==> src/rtl/fpcq_pkg.sv <==
package fpcq_pkg;
    parameter int WORD_W   = 32;
    parameter int MAIN_BIT = 26;
    parameter int Q_HEAD   = 21;
    parameter int Q_LEN    = 10;
    parameter int SEL_W    = 5;
    parameter int TGT_W    = 3;
    parameter int REL_W    = 2;

    typedef enum logic [1:0] {
        ST_IDLE   = 2'd0,
        ST_LOAD   = 2'd1,
        ST_TARGET = 2'd2,
        ST_QUEUE  = 2'd3
    } act_e;
endpackage

==> src/rtl/fpcq_outcome_sel.sv <==
module fpcq_outcome_sel
    import fpcq_pkg::*;
#(
    parameter int SW = SEL_W,
    parameter int RW = REL_W
) (
    input  logic [RW-1:0] relation,
    input  logic [SW-1:1] sel_bits,
    output logic          outcome
);
    // relation 0..3 picks selector bit 4..1
    always_comb begin
        unique case (relation)
            2'd0:    outcome = sel_bits[4];
            2'd1:    outcome = sel_bits[3];
            2'd2:    outcome = sel_bits[2];
            default: outcome = sel_bits[1];
        endcase
    end
endmodule

==> src/rtl/fpcq_decode.sv <==
module fpcq_decode
    import fpcq_pkg::*;
#(
    parameter int W  = WORD_W,
    parameter int SW = SEL_W,
    parameter int TW = TGT_W,
    parameter int RW = REL_W
) (
    input  logic          clk,
    input  logic          rst_n,
    input  logic          ld_valid,
    input  logic [W-1:0]  ld_word,
    input  logic          cmp_valid,
    input  logic [RW-1:0] relation,
    input  logic [SW-1:0] cond_sel,
    input  logic [TW-1:0] target,
    output act_e          act,
    output logic          act_out,
    output logic          act_sig,
    output logic [TW-1:0] act_tgt,
    output logic [W-1:0]  act_word
);
    act_e state_q, state_d;
    logic outc;

    fpcq_outcome_sel #(.SW(SW), .RW(RW)) u_sel (
        .relation (relation),
        .sel_bits (cond_sel[SW-1:1]),
        .outcome  (outc)
    );

    // next-state: load beats compare
    always_comb begin
        if (ld_valid)
            state_d = ST_LOAD;
        else if (cmp_valid && (target != '0))
            state_d = ST_TARGET;
        else if (cmp_valid)
            state_d = ST_QUEUE;
        else
            state_d = ST_IDLE;
    end

    always_ff @(posedge clk) begin
        if (!rst_n)
            state_q <= ST_IDLE;
        else
            state_q <= state_d;
    end

    // captured fields for the update stage
    always_ff @(posedge clk) begin
        if (!rst_n) begin
            act_out  <= 1'b0;
            act_sig  <= 1'b0;
            act_tgt  <= '0;
            act_word <= '0;
        end else begin
            unique case (state_d)
                ST_LOAD: begin
                    act_word <= ld_word;
                end
                ST_TARGET, ST_QUEUE: begin
                    act_out <= outc;
                    act_sig <= cond_sel[0];
                    act_tgt <= target;
                end
                default: begin
                    act_out <= act_out;
                end
            endcase
        end
    end

    assign act = state_q;

    AST_LOAD_WINS: assert property (@(posedge clk) disable iff (!rst_n)
        ld_valid |=> (state_q == ST_LOAD));
    AST_CMP_ACCEPTED: assert property (@(posedge clk) disable iff (!rst_n)
        (cmp_valid && !ld_valid) |=> (state_q == ST_TARGET || state_q == ST_QUEUE));
    AST_IDLE_RETURN: assert property (@(posedge clk) disable iff (!rst_n)
        (!cmp_valid && !ld_valid) |=> (state_q == ST_IDLE));
endmodule

==> src/rtl/fpcq_status_upd.sv <==
module fpcq_status_upd
    import fpcq_pkg::*;
#(
    parameter int W     = WORD_W,
    parameter int TW    = TGT_W,
    parameter int MAIN  = MAIN_BIT,
    parameter int QHEAD = Q_HEAD,
    parameter int QLEN  = Q_LEN
) (
    input  logic          clk,
    input  logic          rst_n,
    input  act_e          act,
    input  logic          act_out,
    input  logic          act_sig,
    input  logic [TW-1:0] act_tgt,
    input  logic [W-1:0]  act_word,
    output logic [W-1:0]  status,
    output logic          sig_mode
);
    localparam int QLOW     = QHEAD - QLEN;   // lowest bit the queue shifts into
    localparam int TGT_BASE = QHEAD + 1;      // y maps to bit TGT_BASE - y
    localparam int PW       = $clog2(W) + 1;

    logic [W-1:0]  st_q, st_d;
    logic [PW-1:0] tgt_pos;

    assign tgt_pos = PW'(TGT_BASE) - PW'(act_tgt);

    for (genvar b = 0; b < W; b++) begin : g_bit
        logic q_val;
        if (b == MAIN) begin : g_main
            assign q_val = act_out;
        end else if (b == QHEAD) begin : g_head
            assign q_val = st_q[MAIN];
        end else if (b >= QLOW && b < QHEAD) begin : g_shift
            assign q_val = st_q[b+1];
        end else begin : g_keep
            assign q_val = st_q[b];
        end

        always_comb begin
            unique case (act)
                ST_LOAD:   st_d[b] = act_word[b];
                ST_TARGET: st_d[b] = (tgt_pos == PW'(b)) ? act_out : st_q[b];
                ST_QUEUE:  st_d[b] = q_val;
                default:   st_d[b] = st_q[b];
            endcase
        end
    end

    always_ff @(posedge clk) begin
        if (!rst_n) begin
            st_q     <= '0;
            sig_mode <= 1'b0;
        end else begin
            st_q <= st_d;
            if (act == ST_TARGET || act == ST_QUEUE)
                sig_mode <= act_sig;
        end
    end

    assign status = st_q;

    AST_HOLD_IDLE: assert property (@(posedge clk) disable iff (!rst_n)
        (act == ST_IDLE) |=> $stable(st_q));
    AST_TGT_ONE_BIT: assert property (@(posedge clk) disable iff (!rst_n)
        (act == ST_TARGET) |=> ($countones(st_q ^ $past(st_q)) <= 1));
    AST_TGT_MAIN_KEEP: assert property (@(posedge clk) disable iff (!rst_n)
        (act == ST_TARGET) |=> $stable(st_q[MAIN]));
    AST_QUEUE_HEAD: assert property (@(posedge clk) disable iff (!rst_n)
        (act == ST_QUEUE) |=> (st_q[QHEAD] == $past(st_q[MAIN])));
    AST_QUEUE_SHIFT: assert property (@(posedge clk) disable iff (!rst_n)
        (act == ST_QUEUE) |=> (st_q[QHEAD-1:QLOW] == $past(st_q[QHEAD:QLOW+1])));
    AST_SIG_FOLLOW: assert property (@(posedge clk) disable iff (!rst_n)
        (act == ST_QUEUE || act == ST_TARGET) |=> (sig_mode == $past(act_sig)));
    AST_SIG_KEEP: assert property (@(posedge clk) disable iff (!rst_n)
        (act == ST_LOAD || act == ST_IDLE) |=> $stable(sig_mode));
endmodule

==> src/rtl/fpcq_top.sv <==
module fpcq_top
    import fpcq_pkg::*;
#(
    parameter int W     = WORD_W,
    parameter int SW    = SEL_W,
    parameter int TW    = TGT_W,
    parameter int RW    = REL_W,
    parameter int MAIN  = MAIN_BIT,
    parameter int QHEAD = Q_HEAD,
    parameter int QLEN  = Q_LEN
) (
    input  logic          clk,
    input  logic          rst_n,
    input  logic          ld_valid,
    input  logic [W-1:0]  ld_word,
    input  logic          cmp_valid,
    input  logic [RW-1:0] relation,
    input  logic [SW-1:0] cond_sel,
    input  logic [TW-1:0] target,
    output logic [W-1:0]  status_word,
    output logic          signaling
);
    act_e          act;
    logic          act_out;
    logic          act_sig;
    logic [TW-1:0] act_tgt;
    logic [W-1:0]  act_word;

    fpcq_decode #(.W(W), .SW(SW), .TW(TW), .RW(RW)) u_dec (
        .clk       (clk),
        .rst_n     (rst_n),
        .ld_valid  (ld_valid),
        .ld_word   (ld_word),
        .cmp_valid (cmp_valid),
        .relation  (relation),
        .cond_sel  (cond_sel),
        .target    (target),
        .act       (act),
        .act_out   (act_out),
        .act_sig   (act_sig),
        .act_tgt   (act_tgt),
        .act_word  (act_word)
    );

    fpcq_status_upd #(.W(W), .TW(TW), .MAIN(MAIN), .QHEAD(QHEAD), .QLEN(QLEN)) u_upd (
        .clk      (clk),
        .rst_n    (rst_n),
        .act      (act),
        .act_out  (act_out),
        .act_sig  (act_sig),
        .act_tgt  (act_tgt),
        .act_word (act_word),
        .status   (status_word),
        .sig_mode (signaling)
    );

    AST_RESET_CLEAR: assert property (@(posedge clk)
        !rst_n |=> (status_word == '0 && signaling == 1'b0));
endmodule

==> config.mk <==
export PLATFORM = sky130hd
export DESIGN_NAME = fpcq_top
export DESIGN_NICKNAME = d
export VERILOG_FILES = /design/src/rtl/fpcq_pkg.sv /design/src/rtl/fpcq_outcome_sel.sv /design/src/rtl/fpcq_decode.sv /design/src/rtl/fpcq_status_upd.sv /design/src/rtl/fpcq_top.sv
export SDC_FILE = /design/constraint.sdc
export NUM_CORES = 1
export LEC_CHECK = 0
export BUFFER_PORTS_ARGS = -buffer_cell sky130_fd_sc_hd__clkbuf_2
export CAP_MARGIN = 20
export CORE_MARGIN = 3
export CORE_UTILIZATION = 50
export DETAILED_ROUTE_END_ITERATION = 12
export PLACE_DENSITY = 0.85
export SYNTH_ARGS = -nofsm -noshare
export SYNTH_HDL_FRONTEND = slang
export SYNTH_SLANG_ARGS = --single-unit
==> constraint.sdc <==
create_clock -name clk -period 2.5 [get_ports clk]
set_clock_uncertainty 0.15 [all_clocks]
set_input_delay 0.75 -clock clk [delete_from_list [all_inputs] [get_ports clk]]
set_output_delay 0.75 -clock clk [all_outputs]
set_load 0.01 [all_outputs]
* Word level (Yosys, flattened, before mapping) *
Cells that the tools add are included.

word-level totals
  bits in registers = 72
  input bits = 46
  output and inout bits = 33

cells by class
  $add $sub $neg = 1
  eq/ne operators = 71
  mux-type cells = 68
  reductions and logical operators = 40

operator list
  kind                                                                      number
  6-bit by 5-bit == test with 1-bit output (second input constant)          16
  2-bit by 1-bit inequality test with 1-bit output (second input constant)  32
  2-bit AND reduction                                                       32
  6-bit by 4-bit == test with 1-bit output (second input constant)          8
  1-bit case mux with 2 select lines                                        20
  1-bit case mux with 3 select lines                                        13
  1-bit 2-to-1 mux                                                          32
  6-bit by 3-bit == test with 1-bit output (second input constant)          4
  6-bit by 2-bit == test with 1-bit output (second input constant)          2
  2-bit == test (second input constant)                                     5
  2-bit by 1-bit == test with 1-bit output (second input constant)          3
  6-bit by 1-bit == test with 1-bit output (second input constant)          1
  6-bit logical NOT                                                         1
  2-bit 2-to-1 mux                                                          3
  3-bit nonzero test                                                        2
  5-bit by 3-bit subtractor with 6-bit output (first input constant)        1
  2-bit logical NOT                                                         1
  2-bit nonzero test                                                        1
  2-bit OR reduction                                                        1
  1-bit logical AND                                                         1
  1-bit logical OR                                                          1

* Longest topological paths before layout *
Gate-level depths: netlist of the first run.

  word-level depth = 6
  gate-level depth with buffers = 7
  mapped depth without buffers = 5

* Cells and area by module *
Synthesis of the first run repeated with hierarchy kept, for this count alone.

second synthesis, totals
  cell total of the unflattened synthesis = 341
  area total of the unflattened synthesis = 3200.6 um^2

modules (own cells, without submodules)
  module            times used  cells an instance  area an instance (um^2)
  fpcq_status_upd   1           214                1686.6
  fpcq_decode       1           126                1491.4
  fpcq_outcome_sel  1           1                  22.5

* Worst setup path before layout of the first run *
No wires, ideal clock.

  path kind = reg2reg
  start point = reg u_dec.act_tgt[1]
  end point = reg u_upd.st_q[22] (netlist: u_upd.status[22])
  setup time = 0.136 ns
  arrival = 1.680 ns
  path slack = 0.534 ns
  cell stages (with the launch flop) = 7
  clock period less this slack = 1.966 ns
  cells stage by stage = dfxtp_1 > buf_2 > and2_1 > ha_1 > or4b_4 > o21ai_1 > a211oi_2

on the way
  longest elaborated chain between the ends = 4

ends and longest elaborated chain
  element                                                     line                   text
  from (decl)                                                 fpcq_decode.sv:20      output logic [TW-1:0] act_tgt,
  from (signal assigned)                                      fpcq_decode.sv:66      act_tgt <= target;
  5-bit by 3-bit subtractor with 6-bit output                 fpcq_status_upd.sv:27  assign tgt_pos = PW'(TGT_BASE) - PW'(act_tgt);
  6-bit by 5-bit == test with 1-bit output                    fpcq_status_upd.sv:44  ST_TARGET: st_d[b] = (tgt_pos == PW'(b)) ? act_out : st_q[b];
  2-bit by 1-bit inequality test with 1-bit output (no line)  -
  2-bit AND reduction (no line)                               -
  to (signal assigned)                                        fpcq_status_upd.sv:56  st_q <= st_d;
  to (decl)                                                   fpcq_status_upd.sv:24  logic [W-1:0] st_q, st_d;

No other way between the ends.
A chain may end at the register's enable or synchronous reset.

* Final worst setup path of the first run *
  start point = reg u_dec.act_tgt[1]
  end point = reg u_upd.st_q[6] (netlist: u_upd.status[6])

on the way
  longest elaborated chain between the ends = 4

ends and longest elaborated chain
  element                                                     line
  5-bit by 3-bit subtractor with 6-bit output                 fpcq_status_upd.sv:27
  6-bit by 3-bit == test with 1-bit output                    fpcq_status_upd.sv:44
  2-bit by 1-bit inequality test with 1-bit output (no line)  -
  2-bit AND reduction (no line)                               -

No other way between the ends.

==> run summary, run 1 <==
Once placement finished, the instance area stood at 3630 sq um. Total power divided by cell area: 691 nW/um^2. The run gives 0 as the final hold violation count.

The tools report the number of max-slew violations in the final report as 0. Once the clock tree was built, the setup fixing pass inserted 0 buffers. The netlist area before placement is 3240 sq um, and the proportion of netlist area held by the largest area contributor is 0.444. Summing over every cut layer, the via total after detailed routing is 2,755.

For the utilization of the core after routing, the log shows 0.635. Of all cell types, the one taking the most synthesized area is sky130_fd_sc_hd__dfxtp_1. The tools report the reg-to-reg critical path startpoint as u_dec.act_tgt[1].

The width of the die is 86.5 um, and the summed area of non-filler cells in the final layout is 3870 sq um. The run gives 478 as the number of placed instances with taps included. The tools report the end of the worst register-to-register path as u_upd.status[6]. Sorting the synthesized cells by area gives the leading types as sky130_fd_sc_hd__dfxtp_1 (44%), sky130_fd_sc_hd__mux2i_1 (15%), sky130_fd_sc_hd__a211oi_1 (5.3%).

Yosys mapped the design onto 40 distinct sky130hd cell types. The tools report the worst reg-to-reg setup slack as 0.41 ns. The most critical setup path has its endpoint at u_upd.status[6].

The maximum level of the CTS H-tree is 3. The analysis attributes to cell leakage a power of 1.69 nW. STA classifies the critical path startpoint as a flop. The logs give 0.444 for the post-synthesis sequential area ratio and 2.61 ns for the worst path required time. VDD sags by at most 0.542 mV. In this run the deepest clock path goes through 2 buffers. Counting every instance in the synthesized netlist gives 347. The overall die height was 86.5 um; the slew at the pin closest to its max-slew limit was 0.546 ns.

The initial antenna violation count is 0. Entering global routing, the biggest net connects 40 pins. Before antenna repair, the detailed router went through 4 iterations. The design draws 2.68 mW. The tool flagged a number of max-cap violations equal to 0. The net count after synthesis came out at 395.

The flow ran to the end, and the final reports show no timing, DRC or antenna violations. The total overflow reported by the global router is 0, and the number of warnings reported in the yosys synthesis log is 0. After layout, the minimum clock period comes to 2.09 ns.

After detailed routing, the number of remaining DRC violations is 0. The tightest hold path in the finished design has a slack of 0.305 ns. Summed over all layers, the routed wires come to 7520 um. Ranked by instance count, the synthesized netlist is headed by sky130_fd_sc_hd__dfxtp_1 (72), sky130_fd_sc_hd__mux2i_1 (49), sky130_fd_sc_hd__nor2_1 (45), sky130_fd_sc_hd__nand2_1 (33), sky130_fd_sc_hd__a21oi_1 (24). Across all setup checks in the final design, the least slack found is 0.411 ns. The fraction of registers with async set or reset after synthesis works out to 0. The kind of critical path was reg -> reg.

TritonCTS built the clock tree. The first global-routing pass estimated 12,700 um of wire. From synthesis to final layout, the design area changed by 19.3%. Tracing the worst setup path back leads to its startpoint at u_dec.act_tgt[1].

The share of layout cells above drive strength 1 was 0.267; the number of antenna cells inserted was 0. For the critical path arrival, the log shows 2.20 ns. After clock tree synthesis, the clock-pin slew on the worst setup and hold paths is 0.08 ns.

The die covers 7490 sq um. In this run the count of I/O pins placed on the die edge is 79. In this run the remaining antenna-violating nets after routing total 0. The starting density of the core came out at 0.532. The sort of element at the end of the critical path is a flop. The non-filler instance count after layout was 494; the final routed wire length divided by cell count was 15.2 um. For the final routed database, the setup TNS stands at 0 ns. In the post-synthesis netlist, the cell with the most instances is sky130_fd_sc_hd__dfxtp_1.

Port buffering added 78 buffers. The number of cells on the worst reg-to-reg path is 5. The post-synthesis average cell area is 9.35 sq um, and the number of endpoints failing setup at the final stage is 0. Setup repair after global routing left no endpoint under its margin. Of all nets on the critical path, the largest fanout is 12. The detailed-placement wirelength estimate came out at 5440 um.

The achievable clock frequency is 0.479 GHz, and the final weighted congestion in routability-driven placement is 0.853. The final period utilization is 0.836, and the insertion delay of the later-clocked pin in the worst-skew pair is 0.35 ns. The detailed router finished its first iteration with 98 violations. The logs give 6100 sq um for the floorplan core area and 72 for the number of clock sinks seen by CTS. In this run the clock root is driven by a sky130_fd_sc_hd__clkbuf_8.

For the relative slew slack, the log shows 0.636. Number of hold-repair buffers added at the cts stage: 0. The tools report the number of buffers created by CTS as 9. The number of synthesized flops with an enable pin was 0. Site row count: 28. Counting flops and latches in the post-synthesis netlist gives 72.

The tools report the total global routing track utilization as 0.215. Worst hold path class: reg -> reg. After detailed routing, the number of vias per cell comes to 5.58. The worst slack at placement was 0.447 ns.

The via count of the first global-routing pass was 2,730. The logs give 0 for the post-cts resize count and 462 for the net count reported at finish. In the synthesized netlist the dominant register cell turns out to be sky130_fd_sc_hd__dfxtp_1.
flip-flops by register name (all words and copies together) (netlist names):
signal	flops
u_dec.act	2
u_dec.act_out	1
u_dec.act_sig	1
u_dec.act_tgt	3
u_dec.act_word	32
u_upd.sig_mode	1
u_upd.status	32
report_power, final:
group          switching (mW)  internal (mW)  total [mW]
registers              0.0463           1.21        1.26
logic                   0.165          0.143       0.308
clock network           0.448          0.664        1.11
total                   0.660           2.02        2.68
per-layer routing:
layer | global-route usage | wire, um | share of wire | vias to the layer above
met3 | 0.0542 | 411 | 0.055 | 9
met5 | 0 | 0 | 0 | -
met4 | 0.0751 | 97 | 0.013 | 0
met1 | 0.267 | 3420 | 0.45 | 1306
li1 | - | - | - | 1366
met2 | 0.361 | 3590 | 0.48 | 74
final cells by class:
| cell class | count | area [sq um] |
|---|---|---|
| Tap cell | 75 | 93.8 |
| Sequential cell | 72 | 1440 |
| Clock inverter | 7 | 120 |
| Multi-Input combinational cell | 242 | 1610 |
| Inverter | 2 | 7.51 |
| Fill cell | 537 | 2230 |
| Clock buffer | 9 | 124 |
| Timing Repair Buffer | 87 | 470 |
worst min-delay path by stage:
stage	startpoint	endpoint	slack, ns	cells past startpoint
6_report	u_upd.status[25]	u_upd.status[25]	0.31	2
5_1_grt	u_upd.status[9]	u_upd.status[9]	0.33	2
4_1_cts	u_dec.act_word[25]	u_upd.status[25]	0.31	2
3_5_place_dp	u_dec.act_word[25]	u_upd.status[25]	0.30	2
3_3_place_gp	u_dec.act_word[28]	u_upd.status[28]	0.28	2
2_1_floorplan	u_dec.act_word[10]	u_upd.status[10]	0.28	2
cells in the final DEF (no fill, tap or decap), types with 3 or more instances in the layout:
master                      instances
sky130_fd_sc_hd__clkbuf_2          78
sky130_fd_sc_hd__dfxtp_1           72
sky130_fd_sc_hd__mux2i_1           49
sky130_fd_sc_hd__nor2_1            45
sky130_fd_sc_hd__nand2_1           33
sky130_fd_sc_hd__a21oi_1           24
sky130_fd_sc_hd__a211oi_1          23
sky130_fd_sc_hd__o21ai_0           12
sky130_fd_sc_hd__clkbuf_8           9
sky130_fd_sc_hd__buf_4              8
sky130_fd_sc_hd__a31o_1             7
sky130_fd_sc_hd__o21ai_1            7
sky130_fd_sc_hd__nand2b_1           5
sky130_fd_sc_hd__nor2b_1            4
sky130_fd_sc_hd__and2_1             3
sky130_fd_sc_hd__and3b_1            3
sky130_fd_sc_hd__a211oi_2           3
sky130_fd_sc_hd__bufinv_16          3
logic make-up (layout without fill, tap and decap cells):
| logic type | after synthesis | after routing | share of synthesized area |
|---|---|---|---|
| AO/OA/AOI/OAI | 85 | 85 | 0.172 |
| adder cells (fa/ha/maj) | 2 | 2 | 0.00771 |
| buffers and inverters | 33 | 105 | 0.0583 |
| flip-flops | 72 | 72 | 0.444 |
| multiplexers | 50 | 50 | 0.158 |
| AND/OR/NAND/NOR | 105 | 105 | 0.159 |
critical path: stages (launching register included):
cell                       delay [ns]
sky130_fd_sc_hd__dfxtp_1         0.50
sky130_fd_sc_hd__and2_1          0.21
sky130_fd_sc_hd__ha_1            0.39
sky130_fd_sc_hd__and4bb_1        0.35
sky130_fd_sc_hd__a211oi_1        0.12
sky130_fd_sc_hd__a211oi_1        0.28
Note: power is estimated with default switching activity, not from simulation.
==> run 2, diff against run 1 <==
==> constraint.sdc (replaced) <==
create_clock -name clk -period 2.2 [get_ports clk]
set_clock_uncertainty 0.15 [all_clocks]
set_input_delay 0.66 -clock clk [delete_from_list [all_inputs] [get_ports clk]]
set_output_delay 0.66 -clock clk [all_outputs]
set_load 0.01 [all_outputs]
==> run summary, run 2 (same netlist as run 1, synthesis figures left out) <==
The flow ran to the end, and the final reports show no timing, DRC or antenna violations. The net count reported at finish is 465 (+0.65%). For the power share of the combinational group, the log shows 0.115 (about the same). The area of the die is 7490 sq um (unchanged), and the routed wire length is 7620 um (+1.4%). The worst slack at placement is 0.317 ns (-0.130 ns), and the slew at the pin closest to its max-slew limit is 0.589 ns (+0.0435 ns).

The logs give 4 (unchanged) for the number of detailed-routing iterations run before antenna repair and 28 (unchanged) for the site row count. The starting density of the core was 0.532 (unchanged); the depth of the most critical reg-to-reg path was 5 (unchanged). Number of port buffers: 78 (unchanged). The worst hold path class is reg -> reg. The number of clock sinks seen by CTS was 72 (unchanged). For the area occupied by multi-input gates, the log shows 1610 sq um (unchanged). The tools report the number of antenna cells inserted as 0 (unchanged). The tools report the number of max-slew violations in the final report as 0 (unchanged).

The number of buffers created by CTS is 9 (unchanged), and the number of hold-repair buffers added at the cts stage is 0 (unchanged). The logs give 121 (+23%) for the violation count after the first detailed-route iteration and 1440 sq um (unchanged) for the area used by sequential logic in the layout. The number of stages on the worst setup path was 5 (unchanged). The run gives 536 (-0.19%) as the total of fill cells in the finished design.

The worst setup path is captured at a flop. The clock network fraction of design power was 0.424 (+0.008); the detailed-placement wirelength estimate was 5520 um (+1.6%). The highest fanout seen on the critical path was 11 (-1); the number of setup buffers added after CTS was 0 (unchanged). In this run the critical register-to-register path is captured at u_upd.status[31]. The final hold violation count came out at 0 (unchanged). The top-level I/O count was 79 (unchanged); the share of layout cells above drive strength 1 was 0.273 (+0.00521). The via density per instance was 5.52 (-1.1%); the part of the power in registers was 0.461 (-0.008). The width of the die was 86.5 um (unchanged).

The setup slack after layout was 0.284 ns (-0.126 ns). The logs give 0.553 mV (+2.1%) for the peak ir drop on the vdd network and 784 uW (+19%) for the switching power. The total power divided by cell area is 793 nW/um^2 (+15%), and the worst reg-to-reg setup slack is 0.28 ns (-0.13 ns). For the worst path required time, the log shows 2.29 ns (-0.32 ns). The run gives 27 (-33%) as the pin count of the biggest net entering global routing. The logs give 2.00 ns (-0.20 ns) for the critical path arrival and 2 (unchanged) for the number of buffers on the longest clock path. The via count of the first global-routing pass is 2,635 (-3.5%). The clock-pin slew on the worst setup and hold paths works out to 0.09 ns (about the same).

Switching part of the total power: 0.253 (+0.00696). The overall die height came out at 86.5 um (unchanged). The run gives 0.607 (-0.0290) as the relative slew slack. The area added between synthesis and finish came out at 20.3%. Number of nets still failing antenna checks after routing: 0 (unchanged). Longest individual stage delay on the worst path: 0.58 ns (+0.08 ns). Wire length of the first global-routing pass: 12,400 um (-2.4%).

TritonCTS built the clock tree. The kind of cell with the highest combined delay on the critical path is simple AND/OR/NAND/NOR gates. The number of endpoints failing setup at the final stage is 0 (unchanged), and the clock period minus worst slack is 1.92 ns (-0.174 ns). The routed wire length on met2 was 3700 um (+3.1%). The maximum level of the CTS H-tree came out at 3 (unchanged). The achievable clock frequency came out at 0.522 GHz (+9.1%). The tools report the floorplan core area as 6100 sq um (unchanged). The cell sitting at the root of the clock tree is a sky130_fd_sc_hd__clkbuf_8. The largest individual stage delay along the critical path comes from the cell sky130_fd_sc_hd__or4b_4.

The run gives 481 (+0.63%) as the number of placed instances with taps included. The setup path with the least slack is of type reg -> reg. In this run the critical register-to-register path is launched from u_dec.act_tgt[1].

The wire length on met1 came out at 3380 um (-1.1%). For the leakage power, the log shows 1.71 nW (+1.3%). The post-cts resize count is 0 (unchanged), and the final weighted congestion in routability-driven placement is 0.892 (+4.6%). The logs give 2,742 (-0.47%) for the via count and 0 (unchanged) for the max-capacitance violation count.

The logs give 0 ns (unchanged) for the sum of negative setup slack and 0 (unchanged) for the total overflow reported by the global router. The final routed wire length divided by cell count was 15.3 um (+0.80%); the initial antenna violation count was 0 (unchanged). For the worst slack on hold paths, the log shows 0.304 ns (-0.00165 ns).

The critical path launch point type is a flop. The insertion delay of the later-clocked pin in the worst-skew pair is 0.36 ns (about the same). The sum of buffers and inverters on the critical path works out to 0 (unchanged). Setup repair after global routing left no endpoint under its margin. For the non-filler instance count after layout, the log shows 497 (+0.61%). The logs give 0 (unchanged) for the DRC violation count after routing and 0.640 (+0.00493) for the utilization of the core after routing. The critical path starts at u_dec.act_tgt[1].

The final period utilization was 0.871 (+0.0351). The critical path ends at u_upd.status[31]. The library cell used most frequently in the layout, excluding fill and tap cells, is sky130_fd_sc_hd__clkbuf_2. The uppermost metal layer occupied by signal nets was met4. The wire length on met3 was 465 um (+13%).

Walking the worst path, the cells encountered are and2_1, ha_1, or4b_4, o21ai_1, a211oi_2. The cell-internal power was 2.31 mW (+15%). In the layout the commonest cells are sky130_fd_sc_hd__clkbuf_2 (78), sky130_fd_sc_hd__dfxtp_1 (72), sky130_fd_sc_hd__mux2i_1 (49).

The total global routing track utilization came out at 0.211 (-0.00399). Startpoint of the lowest-slack hold path: u_dec.act_word[30].
-- run 2: worst register-to-register path: cells and delay by family (launching register included) --
| kind | cells | cell delay (ns) |
|---|---|---|
| AO/OA/AOI/OAI | 2 | 0.26 |
| adder cells (fa/ha/maj) | 1 | 0.32 |
| flip-flops | 1 | 0.31 |
| AND/OR/NAND/NOR | 2 | 0.76 |
-- run 2: layer usage --
layer,global-route usage,vias up
li1,-,1371
met1,0.260,1272
met2,0.353,91
met3,0.0561,8
met4,0.0779,0
met5,0,-
-- run 2: area by class of cell --
type	count	area share
multi-input cells	242	0.414
flip-flops and latches	72	0.370
repair buffers	90	0.126
clock inverters	7	0.0327
clock buffers	9	0.0318
well taps	75	0.0241
inverters	2	0.00192
-- run 2: worst min-delay path by stage --
stage | to | depth (start not counted)
global placement | u_upd.status[25] | 2
finish | u_upd.status[30] | 2
detailed placement | u_upd.status[24] | 2
global route | u_upd.status[30] | 2
CTS | u_upd.status[30] | 2
floorplan | u_upd.status[10] | 2
-- run 2: through the flow --
stage / power (mW) / cell area [sq um]
2_1_floorplan: 1.69 / 3240
3_3_place_gp: 1.79 / 3650
3_5_place_dp: 1.81 / 3650
4_1_cts: 3.10 / 3900
5_1_grt: 3.21 / 3900
6_report: 3.09 / 3900
-- run 2: power by group through the flow --
stage | Combinational (mW) | Clock, mW | Sequential (mW)
6_report | 0.356 | 1.31 | 1.42
2_1_floorplan | 0.235 | 0 | 1.45
5_1_grt | 0.394 | 1.38 | 1.43
3_5_place_dp | 0.355 | 0 | 1.45
3_3_place_gp | 0.343 | 0 | 1.45
4_1_cts | 0.357 | 1.32 | 1.42
